## config.mk

```make
export PLATFORM = sky130hd
export DESIGN_NAME = ack_tx_ctrl
export DESIGN_NICKNAME = d
export VERILOG_FILES = /design/src/rtl/ack_tx_pkg.sv /design/src/rtl/ack_hdr_build.sv /design/src/rtl/ack_delay_timer.sv /design/src/rtl/ack_tx_fsm.sv /design/src/rtl/ack_tx_ctrl.sv
export SDC_FILE = /design/constraint.sdc
export NUM_CORES = 1
export LEC_CHECK = 0
export BUFFER_PORTS_ARGS = -buffer_cell sky130_fd_sc_hd__clkbuf_2
export CELL_PAD_IN_SITES_DETAIL_PLACEMENT = 0
export CELL_PAD_IN_SITES_GLOBAL_PLACEMENT = 1
export CORE_MARGIN = 4
export CORE_UTILIZATION = 41
export DETAILED_ROUTE_END_ITERATION = 10
export PLACE_DENSITY = 0.95
export SYNTH_ARGS = -nofsm -noshare
export SYNTH_HDL_FRONTEND = slang
export SYNTH_HIERARCHICAL = 1
export SYNTH_SLANG_ARGS = --single-unit
```

## constraint.sdc

```tcl
create_clock -name clk -period 5.5 [get_ports clk]
set_clock_uncertainty 0.05 [all_clocks]
set_input_delay 1.1 -clock clk [delete_from_list [all_inputs] [get_ports clk]]
set_output_delay 1.1 -clock clk [all_outputs]
set_load 0.1 [all_outputs]
```

## src/rtl/ack_tx_pkg.sv

```systemverilog
package ack_tx_pkg;
  typedef enum logic [1:0] {S_IDLE, S_WAIT, S_PRE, S_PAY} tx_state_e;
  localparam int unsigned HDR_W   = 16;
  localparam int unsigned MSGID_W = 3;
  localparam logic [4:0]  ACK_MSG_TYPE = 5'b00001;
endpackage

```

## src/rtl/ack_hdr_build.sv

```systemverilog
module ack_hdr_build
  import ack_tx_pkg::*;
(
  input  logic               clk,
  input  logic               rst_n,
  input  logic               load,
  input  logic               power_role,
  input  logic               data_role,
  input  logic [1:0]         spec_rev,
  input  logic               sop_primary,
  input  logic [MSGID_W-1:0] msg_id,
  output logic [HDR_W-1:0]   hdr
);
  localparam int unsigned NDO_W = HDR_W - 9 - MSGID_W;

  logic [HDR_W-1:0] hdr_d;

  always_comb begin
    hdr_d = {{NDO_W{1'b0}}, msg_id, (power_role & sop_primary),
             spec_rev, data_role, ACK_MSG_TYPE};
  end

  always_ff @(posedge clk or negedge rst_n) begin
    if (!rst_n)    hdr <= '0;
    else if (load) hdr <= hdr_d;
  end
endmodule

```

## src/rtl/ack_delay_timer.sv

```systemverilog
module ack_delay_timer #(
  parameter int unsigned DLY_TICKS = 170
) (
  input  logic clk,
  input  logic rst_n,
  input  logic run,
  input  logic tick,
  output logic expire
);
  localparam int unsigned CNT_W = (DLY_TICKS > 1) ? $clog2(DLY_TICKS) : 1;
  localparam logic [CNT_W-1:0] LAST = CNT_W'(DLY_TICKS - 1);

  logic [CNT_W-1:0] cnt;

  assign expire = run && tick && (cnt == LAST);

  always_ff @(posedge clk or negedge rst_n) begin
    if (!rst_n)        cnt <= '0;
    else if (!run)     cnt <= '0;
    else if (expire)   cnt <= '0;
    else if (tick)     cnt <= cnt + 1'b1;
  end

  p_count_step_r7: assert property (@(posedge clk) disable iff (!rst_n)
    (run && tick && !expire) |=> (cnt == $past(cnt) + 1'b1))
    else $error("R7 timer did not advance on tick");
endmodule

```

## src/rtl/ack_tx_fsm.sv

```systemverilog
module ack_tx_fsm
  import ack_tx_pkg::*;
(
  input  logic      clk,
  input  logic      rst_n,
  input  logic      start_req,
  input  logic      flush_req,
  input  logic      crc_good,
  input  logic      auto_ack_en,
  input  logic      delay_en,
  input  logic      pre_end,
  input  logic      pay_end,
  input  logic      tmr_expire,
  output tx_state_e state,
  output logic      hdr_load,
  output logic      hdr_sel,
  output logic      pre_start,
  output logic      pay_start,
  output logic      done,
  output logic      fifo_flush
);
  tx_state_e nxt;
  logic go_pre, go_ack, pay_n, done_n, flush_n;

  always_comb begin
    nxt = state; go_pre = 1'b0; go_ack = 1'b0;
    pay_n = 1'b0; done_n = 1'b0; flush_n = 1'b0;
    unique case (state)
      S_IDLE: begin
        flush_n = flush_req;
        if (start_req) begin
          go_pre = 1'b1; nxt = S_PRE;
        end else if (crc_good && auto_ack_en) begin
          go_pre = 1'b1; go_ack = 1'b1; nxt = S_PRE;
        end else if (crc_good && delay_en) begin
          nxt = S_WAIT;
        end
      end
      S_WAIT: begin
        flush_n = flush_req;
        if (start_req || (tmr_expire && !flush_req)) begin
          go_pre = 1'b1; nxt = S_PRE;
        end else if (flush_req) begin
          nxt = S_IDLE;
        end
      end
      S_PRE: if (pre_end) begin pay_n = 1'b1; nxt = S_PAY; end
      S_PAY: if (pay_end) begin done_n = 1'b1; nxt = S_IDLE; end
      default: nxt = S_IDLE;
    endcase
  end

  assign hdr_load = go_ack;

  always_ff @(posedge clk or negedge rst_n) begin
    if (!rst_n) begin
      state <= S_IDLE; hdr_sel <= 1'b0; pre_start <= 1'b0;
      pay_start <= 1'b0; done <= 1'b0; fifo_flush <= 1'b0;
    end else begin
      state      <= nxt;
      pre_start  <= go_pre;
      pay_start  <= pay_n;
      done       <= done_n;
      fifo_flush <= flush_n;
      if (go_pre) hdr_sel <= go_ack;
    end
  end

  p_pulse_excl_r3: assert property (@(posedge clk) disable iff (!rst_n)
    $onehot0({pre_start, pay_start, done}))
    else $error("R3 overlapping phase pulses");

  p_pay_after_pre_r3: assert property (@(posedge clk) disable iff (!rst_n)
    pay_start |-> ($past(state) == S_PRE))
    else $error("R3 payload without preamble");

  p_ack_start_r5: assert property (@(posedge clk) disable iff (!rst_n)
    (state == S_IDLE && crc_good && auto_ack_en && !start_req) |=> (pre_start && hdr_sel))
    else $error("R5 acknowledge not started");

  p_done_r4: assert property (@(posedge clk) disable iff (!rst_n)
    (state == S_PAY && pay_end) |=> (done && state == S_IDLE))
    else $error("R4 done missing");

  p_flush_busy_r9: assert property (@(posedge clk) disable iff (!rst_n)
    (state == S_PRE || state == S_PAY) |=> !fifo_flush)
    else $error("R9 flush while busy");

  p_start_wins_r10: assert property (@(posedge clk) disable iff (!rst_n)
    (state == S_IDLE && start_req) |=> (pre_start && !hdr_sel))
    else $error("R10 start priority");
endmodule

```

## src/rtl/ack_tx_ctrl.sv

```systemverilog
module ack_tx_ctrl
  import ack_tx_pkg::*;
#(
  parameter int unsigned DLY_TICKS = 170
) (
  input  logic         clk,
  input  logic         rst_n,
  input  logic         auto_ack_en,
  input  logic         delay_en,
  input  logic         power_role,
  input  logic         data_role,
  input  logic [1:0]   spec_rev,
  input  logic         start_req,
  input  logic         flush_req,
  input  logic         crc_good,
  input  logic [2:0]   rx_msg_id,
  input  logic         rx_sop_primary,
  input  logic         tick,
  input  logic         pre_end,
  input  logic         pay_end,
  output logic [15:0]  hdr,
  output logic         hdr_sel,
  output logic         pre_start,
  output logic         pay_start,
  output logic         done,
  output logic         fifo_flush
);
  tx_state_e state;
  logic hdr_load, tmr_expire, tmr_run;

  assign tmr_run = (state == S_WAIT);

  ack_tx_fsm u_fsm (
    .clk(clk), .rst_n(rst_n), .start_req(start_req), .flush_req(flush_req),
    .crc_good(crc_good), .auto_ack_en(auto_ack_en), .delay_en(delay_en),
    .pre_end(pre_end), .pay_end(pay_end), .tmr_expire(tmr_expire),
    .state(state), .hdr_load(hdr_load), .hdr_sel(hdr_sel),
    .pre_start(pre_start), .pay_start(pay_start), .done(done),
    .fifo_flush(fifo_flush)
  );

  ack_delay_timer #(.DLY_TICKS(DLY_TICKS)) u_tmr (
    .clk(clk), .rst_n(rst_n), .run(tmr_run), .tick(tick), .expire(tmr_expire)
  );

  ack_hdr_build u_hdr (
    .clk(clk), .rst_n(rst_n), .load(hdr_load), .power_role(power_role),
    .data_role(data_role), .spec_rev(spec_rev), .sop_primary(rx_sop_primary),
    .msg_id(rx_msg_id), .hdr(hdr)
  );

  p_hdr_fields_r6: assert property (@(posedge clk) disable iff (!rst_n)
    hdr_load |=> (hdr[4:0] == ACK_MSG_TYPE && hdr[11:9] == $past(rx_msg_id)
                  && hdr[15:12] == 4'd0))
    else $error("R6 header fields");
endmodule

```

==> metrics.txt, run 1 <==
Final Power 0.834 mW; post_cts resized 0; wire length per cell 13.8 µm; Clock Sink Count 23; switch share 0.592; Max Cap Violations 0; GRT Total Usage 0.130; vias in the first global route 963; insertion delay to the later sink of the worst-skew pair 0.31 ns; Least-Margin Pin Slew 0.893 ns; vias per inst 5.42; number of synthesized flops with an enable pin 0; Critical Path Start Type primary input; Max Slew Vio Count 0; area grow syn2layout 12.0%; critical path required time 5.66 ns; postcts setup bufs 0; Via Count 965; Mean Syn Cell Area 10.5 µm²; power per cell area 596 nW/µm²; # diodes 0; Initial Util 0.442; # IOs 39; RSZ-0062 raised after global routing false; routed wire length 2450 µm; dpl cell area 1370 µm²; internal power 0.340 mW; Clock Power Share 0.094; IO Port Bufs 30; DRC marker count from the first detailed-route iteration 37; post-synthesis sequential area ratio 0.460; CTS max path bufs 2; Yosys top cell area share 0.460; DRC viols 0; utilization after layout 0.495; Worst setup EP type flop; Top FF cell, synth dfrtp_1; Max-slew headroom 0.403; Syn Inst Count 119; commonest cells in the netlist dfrtp_1 (23), buf_4 (9), nand2_1 (7); synth unique cells 43; H-Tree Depth 1; DR pass1 iterations 4; pin count of the biggest net entering global routing 24; Core Area 2830 µm²; layout cell share with drive strength beyond 1 0.313; gr ovfl total 0; Chip Height 63.2 µm; Setup CP Type in -> reg; Final Cycle Share 0.438; full die area 4000 µm²; cell taking the most area after synthesis dfrtp_1; Critical Path Fanout Max 9; yosys warns 6; CTS buffer count 3; Setup TNS Final 0 ns; routability cong. 0.792; initial antenna violation count 0; asr flop ratio synth 1.00; synth top area cells dfrtp_1 (46%), mux2_4 (7.2%), buf_4 (5.4%), nand2_1 (2.1%), a21oi_1 (2.0%); CTS root buffer clkbuf_4; static leakage power 0.668 nW; flops & latches, synth 23; final hold vios 0; crit path DAT 2.57 ns; Seq pwr share 0.318; Synth Cell Area 1250 µm²; Switching Power 0.494 mW; worst hold path type reg -> reg; count leader, synth dfrtp_1; fin area 1400 µm²; Std-Cell Rows 19; post-route antenna net violation count 0; Hold WS 0.439 ns; Nets 168; Setup violations, final 0; Clock transition at path regs 0.12 ns; Die W 63.2 µm; Period minus WS final 2.41 ns; CTS tree yes; Hold Buf Count CTS 0; fmax 415 MHz; post-DP HPWL 1880 µm; VDD IR max 0.356 mV; first-pass GRT wire length 4310 µm; Comb pwr share 0.589; status completed
[power groups by stage]
stage	combinational [mW]	clock [mW]	sequential, mW
2_1_floorplan	0.142	0	0.554
3_3_place_gp	0.490	0	0.266
5_1_grt	0.509	0.0883	0.276
3_5_place_dp	0.494	0	0.267
6_report	0.491	0.0783	0.265
4_1_cts	0.494	0.0839	0.266
[critical path, stage by stage]
cell	delay (ns)
clkbuf_2	0.11
nor3_1	0.25
nor2b_1	0.76
mux2_4	0.35
[cells by family after synthesis]
group / after synthesis / synth area share
other cells: 1 / 0.00300
fa+ha+maj: 2 / 0.0200
xor+xnor: 1 / 0.00701
simple gates: 44 / 0.211
compound gates: 22 / 0.125
buf+inv: 19 / 0.0921
flops: 23 / 0.460
mux: 7 / 0.0811
[per-stage QoR]
stage | setup slack, ns | std cells
6_report | 3.09 | 178
5_1_grt | 3.02 | 178
3_5_place_dp | 2.79 | 174
2_1_floorplan | 3.40 | 126
3_3_place_gp | 2.86 | 174
4_1_cts | 3.13 | 178
[per-layer routing]
| metal | global-route usage | vias up | routed length, µm | share of wire |
|---|---|---|---|---|
| li1 | - | 459 | - | - |
| met1 | 0.160 | 470 | 1000 | 0.41 |
| met2 | 0.219 | 34 | 1280 | 0.52 |
| met3 | 0.0409 | 2 | 156 | 0.064 |
| met4 | 0.0377 | 0 | 13 | 0.0053 |
| met5 | 0 | - | 0 | 0 |
[placed cells by master, fill, tap and decap left out, types with 2 or more instances in the layout]
| cell type | n |
|---|---|
| a21oi_1 | 5 |
| a41o_1 | 2 |
| and3_1 | 2 |
| and3b_1 | 2 |
| clkbuf_2 | 30 |
| clkbuf_4 | 3 |
| conb_1 | 8 |
| dfrtp_1 | 23 |
| ha_1 | 2 |
| inv_1 | 6 |
| mux2_4 | 6 |
| nand2_1 | 7 |
| nand2b_1 | 3 |
| nand3_1 | 5 |
| nand3b_1 | 3 |
| nand4_1 | 2 |
| nor2_1 | 6 |
| nor2b_1 | 4 |
| o21ai_0 | 5 |
| o22ai_1 | 2 |
[registers in the layout, summed over array words and instances (netlist names)]
| name | count |
|---|---|
| u_hdr/hdr | 8 |
| u_fsm/pre_start | 1 |
| u_fsm/pay_start | 1 |
| u_fsm/hdr_sel | 1 |
| u_tmr/cnt | 8 |
| u_fsm/state | 2 |
| u_fsm/done | 1 |
| u_fsm/fifo_flush | 1 |
[final cells by class]
type	count	area, µm²
inverter	6	22.5
tap	31	38.8
timing repair buffer	30	150
multi-input combinational	84	586
clock inverter	1	5.00
sequential	23	576
clock buffer	3	22.5
fill	262	1430
[final timing paths]
kind	start	to	slack [ns]	depth (start not counted)
min in group asynchronous	rst_n	u_tmr/cnt[1]	0.70	1
worst min-delay path	u_hdr/hdr[0]	u_hdr/hdr[0]	0.44	1
worst min register to register	u_hdr/hdr[0]	u_hdr/hdr[0]	0.44	1
worst max-delay path	start_req	u_hdr/hdr[5]	3.09	4
worst max register to register	u_tmr/cnt[1]	u_fsm/hdr_sel	3.33	8
max in group asynchronous	rst_n	u_fsm/state[0]	4.33	1
Note: power is estimated with default switching activity, not from simulation.
==> run 2, diff against run 1 <==
ABC_AREA = 1   (was not set)
CORE_UTILIZATION = 35   (was 41)
PLACE_DENSITY = 0.88   (was 0.95)
clock period = 2.35 ns   (was 5.5 ns; I/O delays follow)
==> run 2 against run 1 <==
Compared with the run above:
- non-clock buffer count up 1
- die area up 17%
- first-iteration DRC count up 5.4%
- final cell count up 39%
- clock-buffer cell count up 1
- global-route usage down 0.92 points
- total power up 130%
- synthesized area up 1.7%
- critical endpoint is now hdr[8]
- highest routed layer unchanged
==> metrics.txt, run 2 <==
slowest CP cell clkbuf_2; Worst Path Buf+Inv 1 (unchanged); commonest cells in the netlist nand2_1 (59), dfrtp_1 (23), inv_1 (20); first-pass GRT wire length 4290 µm (-0.33%); routed wire length 2510 µm (+2.6%); area grow syn2layout 14.9%; DRC marker count from the first detailed-route iteration 39 (+5.4%); DRC viols 0 (unchanged); RSZ-0062 raised after global routing false; CTS root buffer clkbuf_4; CP startpoint u_hdr/hdr[8]; power per cell area 1310 nW/µm² (+120%); post-DP HPWL 1960 µm (+4.2%); final worst slack 0.683 ns (-2.41 ns); worst r2r dst u_fsm/hdr_sel; Mean Syn Cell Area 7.52 µm² (-28%); Critical Path Fanout Max 2 (-7); cell taking the most area after synthesis dfrtp_1; vias in the first global route 992 (+3.0%); # diodes 0 (unchanged); Max-slew headroom 0.613 (+0.209); cells along the critical path clkbuf_2; Chip Height 68.3 µm (+8.0%); Hold Buf Count CTS 0 (unchanged); DR pass1 iterations 4 (unchanged); Setup TNS Final 0 ns (unchanged); VDD IR max 0.521 mV (+46%); Worst setup EP type output pin; final hold vios 0 (unchanged); critical path required time 1.83 ns (-3.83 ns); R2R cell count 8 (unchanged); CTS tree yes; Via Count 1079 (+12%); CTS buffer count 3 (unchanged); delay-heaviest family, CP buffers and inverters; status completed; fmax 600 MHz; crit path DAT 1.15 ns (-1.42 ns); asr flop ratio synth 1.00 (unchanged); commonest non-fill, non-tap cell in the layout nand2_1; synth unique cells 25 (-42%); wire length per cell 10.2 µm (-26%); fin area 1460 µm² (+4.3%); Setup violations, final 0 (unchanged); Max Cap Violations 0 (unchanged); layout cell share with drive strength beyond 1 0.229 (-0.0841); full die area 4660 µm² (+17%); Core Area 3420 µm² (+21%); Syn Inst Count 169 (+42%); post-synthesis mux area share 0 (-0.0811); Critical Path Start Type flop; Least-Margin Pin Slew 0.581 ns (-0.312 ns); # IOs 39 (unchanged); post-route antenna net violation count 0 (unchanged); CTS max path bufs 2 (unchanged); Hold WS 0.0845 ns (-0.355 ns); static leakage power 0.794 nW (+19%); Clock Sink Count 23 (unchanged); Period minus WS final 1.67 ns; reg2reg start u_tmr/cnt[1]; postcts setup bufs 0 (unchanged); Std-Cell Rows 21 (+2); GRT Total Usage 0.121 (-0.00925); XOR/XNOR Fraction of Synth Area 0.0138 (+0.00677); Die W 68.3 µm (+8.0%); Synth Area in Compound Gates 0.0591 (-0.0661); Nets 222 (+32%); routability cong. 0.857 (+8.2%); IO Port Bufs 30 (unchanged); Max Slew Vio Count 0 (unchanged); Adder-Cell Fraction of Synth Area 0.0197 (-0.000335); H-Tree Depth 1 (unchanged); initial antenna violation count 0 (unchanged); count leader, synth nand2_1; post-place setup slack 0.858 ns (-1.93 ns); CP peak stage delay 0.46 ns (-0.30 ns); largest family of logic cells by synthesized area simple AND/OR/NAND/NOR gates; yosys warns 6 (unchanged); insertion delay to the later sink of the worst-skew pair 0.30 ns (about the same); Clock transition at path regs 0.12 ns (about the same); Crit path depth 1 (-3); utilization after layout 0.427 (-0.0674); dpl cell area 1430 µm² (+4.5%); Top FF cell, synth dfrtp_1; pin count of the biggest net entering global routing 24 (unchanged); synth top area cells dfrtp_1 (45%), nand2_1 (17%), inv_1 (5.9%), buf_4 (5.3%), nor2_1 (4.4%); Setup CP Type reg -> out; Yosys top cell area share 0.453 (-0.00770); post_cts resized 0 (unchanged); post-synthesis sequential area ratio 0.453 (-0.00770); worst hold path type in -> async; number of synthesized flops with an enable pin 0 (unchanged); biggest regs u_hdr/hdr (8), u_tmr/cnt (8), u_fsm/state (2); CP Capture Point hdr[8]; simple-gate portion of the synthesized area 0.328 (+0.117); vias per inst 4.37 (-19%); Synth Cell Area 1270 µm² (+1.7%); gr ovfl total 0 (unchanged); r2r setup slk 0.85 ns (-2.48 ns); most frequent cells in the layout nand2_1 (59), clkbuf_2 (30), dfrtp_1 (23); Final Cycle Share 0.709; flops & latches, synth 23 (unchanged); Initial Util 0.372 (-0.0697)
==> run 2: area by class of cell <==
type                            instances  area [µm²]
Fill cell                             363        1960
Tap cell                               46        57.6
Clock buffer                            4        26.3
Inverter                               21        78.8
Timing Repair Buffer                   31         158
Multi-Input combinational cell        122         564
Sequential cell                        23         576
==> run 2: metrics by stage <==
stage,std cells,power [mW]
global placement,243,1.75
global route,247,2.04
floorplan,176,1.57
finish,247,1.92
detailed placement,243,1.75
CTS,247,1.93
==> run 2: power by group <==
| group | internal (mW) | switching (mW) | leakage, nW | total [mW] |
|---|---|---|---|---|
| Clock | 0.0662 | 0.113 | 0.0150 | 0.180 |
| Sequential | 0.509 | 0.0787 | 0.300 | 0.588 |
| Combinational | 0.179 | 0.969 | 0.479 | 1.15 |
| Total | 0.754 | 1.16 | 0.794 | 1.92 |
==> run 2: worst min path at each step <==
| stage | endpoint | slack, ns |
|---|---|---|
| 6_report | u_tmr/cnt[7] | 0.08 |
| 5_1_grt | u_tmr/cnt[5] | 0.11 |
| 4_1_cts | u_tmr/cnt[5] | 0.1 |
| 3_5_place_dp | u_hdr/hdr[11] | 0.41 |
| 3_3_place_gp | u_hdr/hdr[0] | 0.40 |
| 2_1_floorplan | u_fsm/done | 0.12 |
==> run 2: metal layers <==
metal  up-vias  GRT usage  routed length (µm)  share of wire
li1        570          -                   -              -
met1       476      0.157                1170           0.46
met2        31      0.200                1180           0.47
met3         2     0.0411                 153          0.061
met4         0     0.0149                   9         0.0036
met5         -          0                   0              0
==> run 2: cell families (layout without fill, tap and decap cells) <==
logic type | after synthesis | count (layout)
other cells | 1 | 8
flops | 23 | 23
compound gates | 13 | 13
fa+ha+maj | 2 | 2
buf+inv | 31 | 56
xor+xnor | 2 | 2
simple gates | 97 | 97
==> run 3, diff against run 2 <==
ABC_AREA = 0   (was 1)
CORE_UTILIZATION = 38   (was 35)
PLACE_DENSITY = 0.89   (was 0.88)
clock period = 1.6 ns   (was 2.35 ns; I/O delays follow)
==> run 3 against run 2 <==
Compared with the run above:
- the flow now finishes with violations (negative setup slack)
- utilization up 9.2 points
- combinational power grew 61%
- sequential share of layout area down 3.7 points
- die area decreased by 8.4%
- design area up 10%
- setup slack got worse by 0.89 ns
- first-iteration DRC count grew 41%
- final cell count down 14%
- sequential power is 45% higher
- worst hold slack better by 0.10 ns
- routed wire length up 13%
- non-clock buffer count grew 20
==> metrics.txt, run 3 (synthesis gave the netlist of run 1 again) <==
status complete, but fails checks; failing checks negative setup slack; GRT Total Usage 0.137 (+0.0161); Chip Height 65.4 µm (-4.3%); CTS root buffer clkbuf_4; CP peak stage delay 0.40 ns (-0.06 ns); Period minus WS final 1.80 ns; Std-Cell Rows 20 (-4.8%); slowest CP cell dfrtp_1; gr ovfl total 0 (unchanged); Clock Sink Count 23 (unchanged); Comb pwr share 0.622 (+0.023); VDD IR max 0.544 mV (+4.3%); static leakage power 0.776 nW (-2.3%); IO Port Bufs 30 (unchanged); Hold EP u_hdr/hdr[10]; Clock transition at path regs 0.13 ns (about the same); Max Cap Violations 0 (unchanged); RSZ-0062 raised after global routing true; Max-slew headroom 0.605 (-0.00748); final worst slack -0.203 ns (-0.886 ns); DR pass1 iterations 4 (unchanged); Least-Margin Pin Slew 0.592 ns (+0.0112 ns); Filler Cell Count 282 (-22%); internal power 1.24 mW (+64%); final hold vios 0 (unchanged); vias per inst 5.07 (+16%); insertion delay to the later sink of the worst-skew pair 0.31 ns (about the same); origin of the worst min-delay path rx_msg_id[1]; dpl cell area 1520 µm² (+5.8%); H-Tree Depth 1 (unchanged); switch share 0.584 (-0.0225); Critical Path Fanout Max 2 (unchanged); routability cong. 0.846 (-1.2%); routed wire length 2840 µm (+13%); Setup violations, final 3 (+3); # diodes 0 (unchanged); Nets 189 (-15%); Via Count 1074 (-0.46%); first-pass GRT wire length 4520 µm (+5.3%); area grow syn2layout 28.9%; Layout Cells excl Fill 212 (-14%); Core Area 3100 µm² (-9.2%); Setup CP Type reg -> reg; biggest regs u_hdr/hdr (8), u_tmr/cnt (8), u_fsm/state (2); pin count of the biggest net entering global routing 24 (unchanged); Initial Util 0.403 (+0.0307); Switching Power 1.74 mW (+49%); fmax 555 MHz; Final Cycle Share 1.13; critical path required time 1.76 ns (-0.07 ns); worst hold path type in -> reg; fin area 1610 µm² (+10%); CTS max path bufs 2 (unchanged); layout cell share with drive strength beyond 1 0.440 (+0.212); DRC viols 0 (unchanged); WHS Path Cells 2; post-DP HPWL 2000 µm (+2.2%); post-route antenna net violation count 0 (unchanged); initial antenna violation count 0 (unchanged); placed cells 203 (-16%); # IOs 39 (unchanged); reg2reg start u_tmr/cnt[4]; full die area 4270 µm² (-8.4%); power per cell area 1840 nW/µm² (+41%); worst r2r dst u_fsm/hdr_sel; CTS tree yes; Seq pwr share 0.287 (-0.020); crit path DAT 1.96 ns (+0.81 ns); Critical Path Start Type flop; Max Slew Vio Count 0 (unchanged); r2r setup slk -0.20 ns (-1.05 ns); vias in the first global route 996 (+0.40%); wire length per cell 13.4 µm (+32%); commonest non-fill, non-tap cell in the layout clkbuf_2; cells along the critical path or3b_4 -> or2_4 -> nor2_4 -> nand2b_1 -> and3_1 -> o32a_1; most frequent cells in the layout clkbuf_2 (29), dfrtp_1 (23), buf_4 (20); R2R cell count 6 (-2); DRC marker count from the first detailed-route iteration 55 (+41%); Clock Power Share 0.091 (-0.003); Worst setup EP type flop; Die W 65.4 µm (-4.3%); CTS buffer count 3 (unchanged)
[run 3: changes by cell type in the layout (fill, tap and decap cells not counted), sizes merged, moves of 3 or more]
cell / change
nand2: -57
buf: +20
inv: -15
nor2: -12
mux2: +7
nand3: -5
nor2b: +5
o21ai: -4
a21oi: +3
nand2b: +3
nand3b: +3
[run 3: power by group through the flow]
stage                     Sequential, mW  Combinational [mW]  Clock [mW]
after detailed placement           0.867                1.82           0
after CTS                          0.855                1.83       0.284
after floorplan                     1.90               0.495           0
after global placement             0.853                1.80           0
after global routing               0.884                1.92       0.313
final                              0.854                1.85       0.271
[run 3: final cells by class]
| type | count | area (µm²) | share of cell area |
|---|---|---|---|
| clock buffers | 3 | 22.5 | 0.0140 |
| clock inverters | 1 | 5.00 | 0.00311 |
| inverters | 6 | 22.5 | 0.0140 |
| multi-input cells | 84 | 621 | 0.385 |
| flip-flops and latches | 23 | 576 | 0.357 |
| well taps | 44 | 55.1 | 0.0342 |
| repair buffers | 51 | 310 | 0.193 |
[run 3: worst max-delay path, delay by kind of cell, from the launching register on]
kind / cells / cell delay (ns)
AO/OA/AOI/OAI: 1 / 0.28
flip-flops: 1 / 0.40
AND/OR/NAND/NOR: 5 / 0.96
[run 3: per-layer routing]
layer / vias up / wire, µm / global-route usage
met2: 49 / 1380 / 0.229
li1: 503 / - / -
met1: 518 / 1230 / 0.166
met5: - / 0 / 0
met3: 4 / 180 / 0.0256
met4: 0 / 42 / 0.0725
[run 3: how the worst max path moves through the flow]
stage	startpoint	to	slack (ns)	cells after the start
final	u_tmr/cnt[4]	u_fsm/hdr_sel	-0.20	6
after global routing	u_tmr/cnt[4]	u_fsm/hdr_sel	-0.24	6
after CTS	u_tmr/cnt[1]	u_fsm/hdr_sel	-0.17	8
after detailed placement	u_tmr/cnt[4]	u_fsm/hdr_sel	-0.20	6
after global placement	u_tmr/cnt[4]	u_fsm/hdr_sel	-0.15	6
after floorplan	u_tmr/cnt[3]	u_fsm/hdr_sel	-0.20	6
[run 3: stage by stage]
stage | setup WS, ns | util | TNS, ns | hold WS, ns | power, mW
floorplan | -0.198 | - | -0.444 | -0.0256 | 2.40
global placement | -0.150 | 0.489 | -0.327 | 0.289 | 2.66
detailed placement | -0.201 | 0.489 | -0.486 | 0.292 | 2.68
CTS | -0.175 | 0.508 | -0.434 | 0.173 | 2.97
global route | -0.245 | 0.519 | -0.618 | 0.167 | 3.11
finish | -0.203 | 0.519 | -0.482 | 0.185 | 2.97
[run 3: repair_timing]
item                       4_1_cts  5_1_grt
setup buffers                    2        3
setup endpoints to repair        3        9
hold endpoints to repair        23        0
pin swaps                        1        4
hold buffers                     1        0
gates resized for setup          2        7
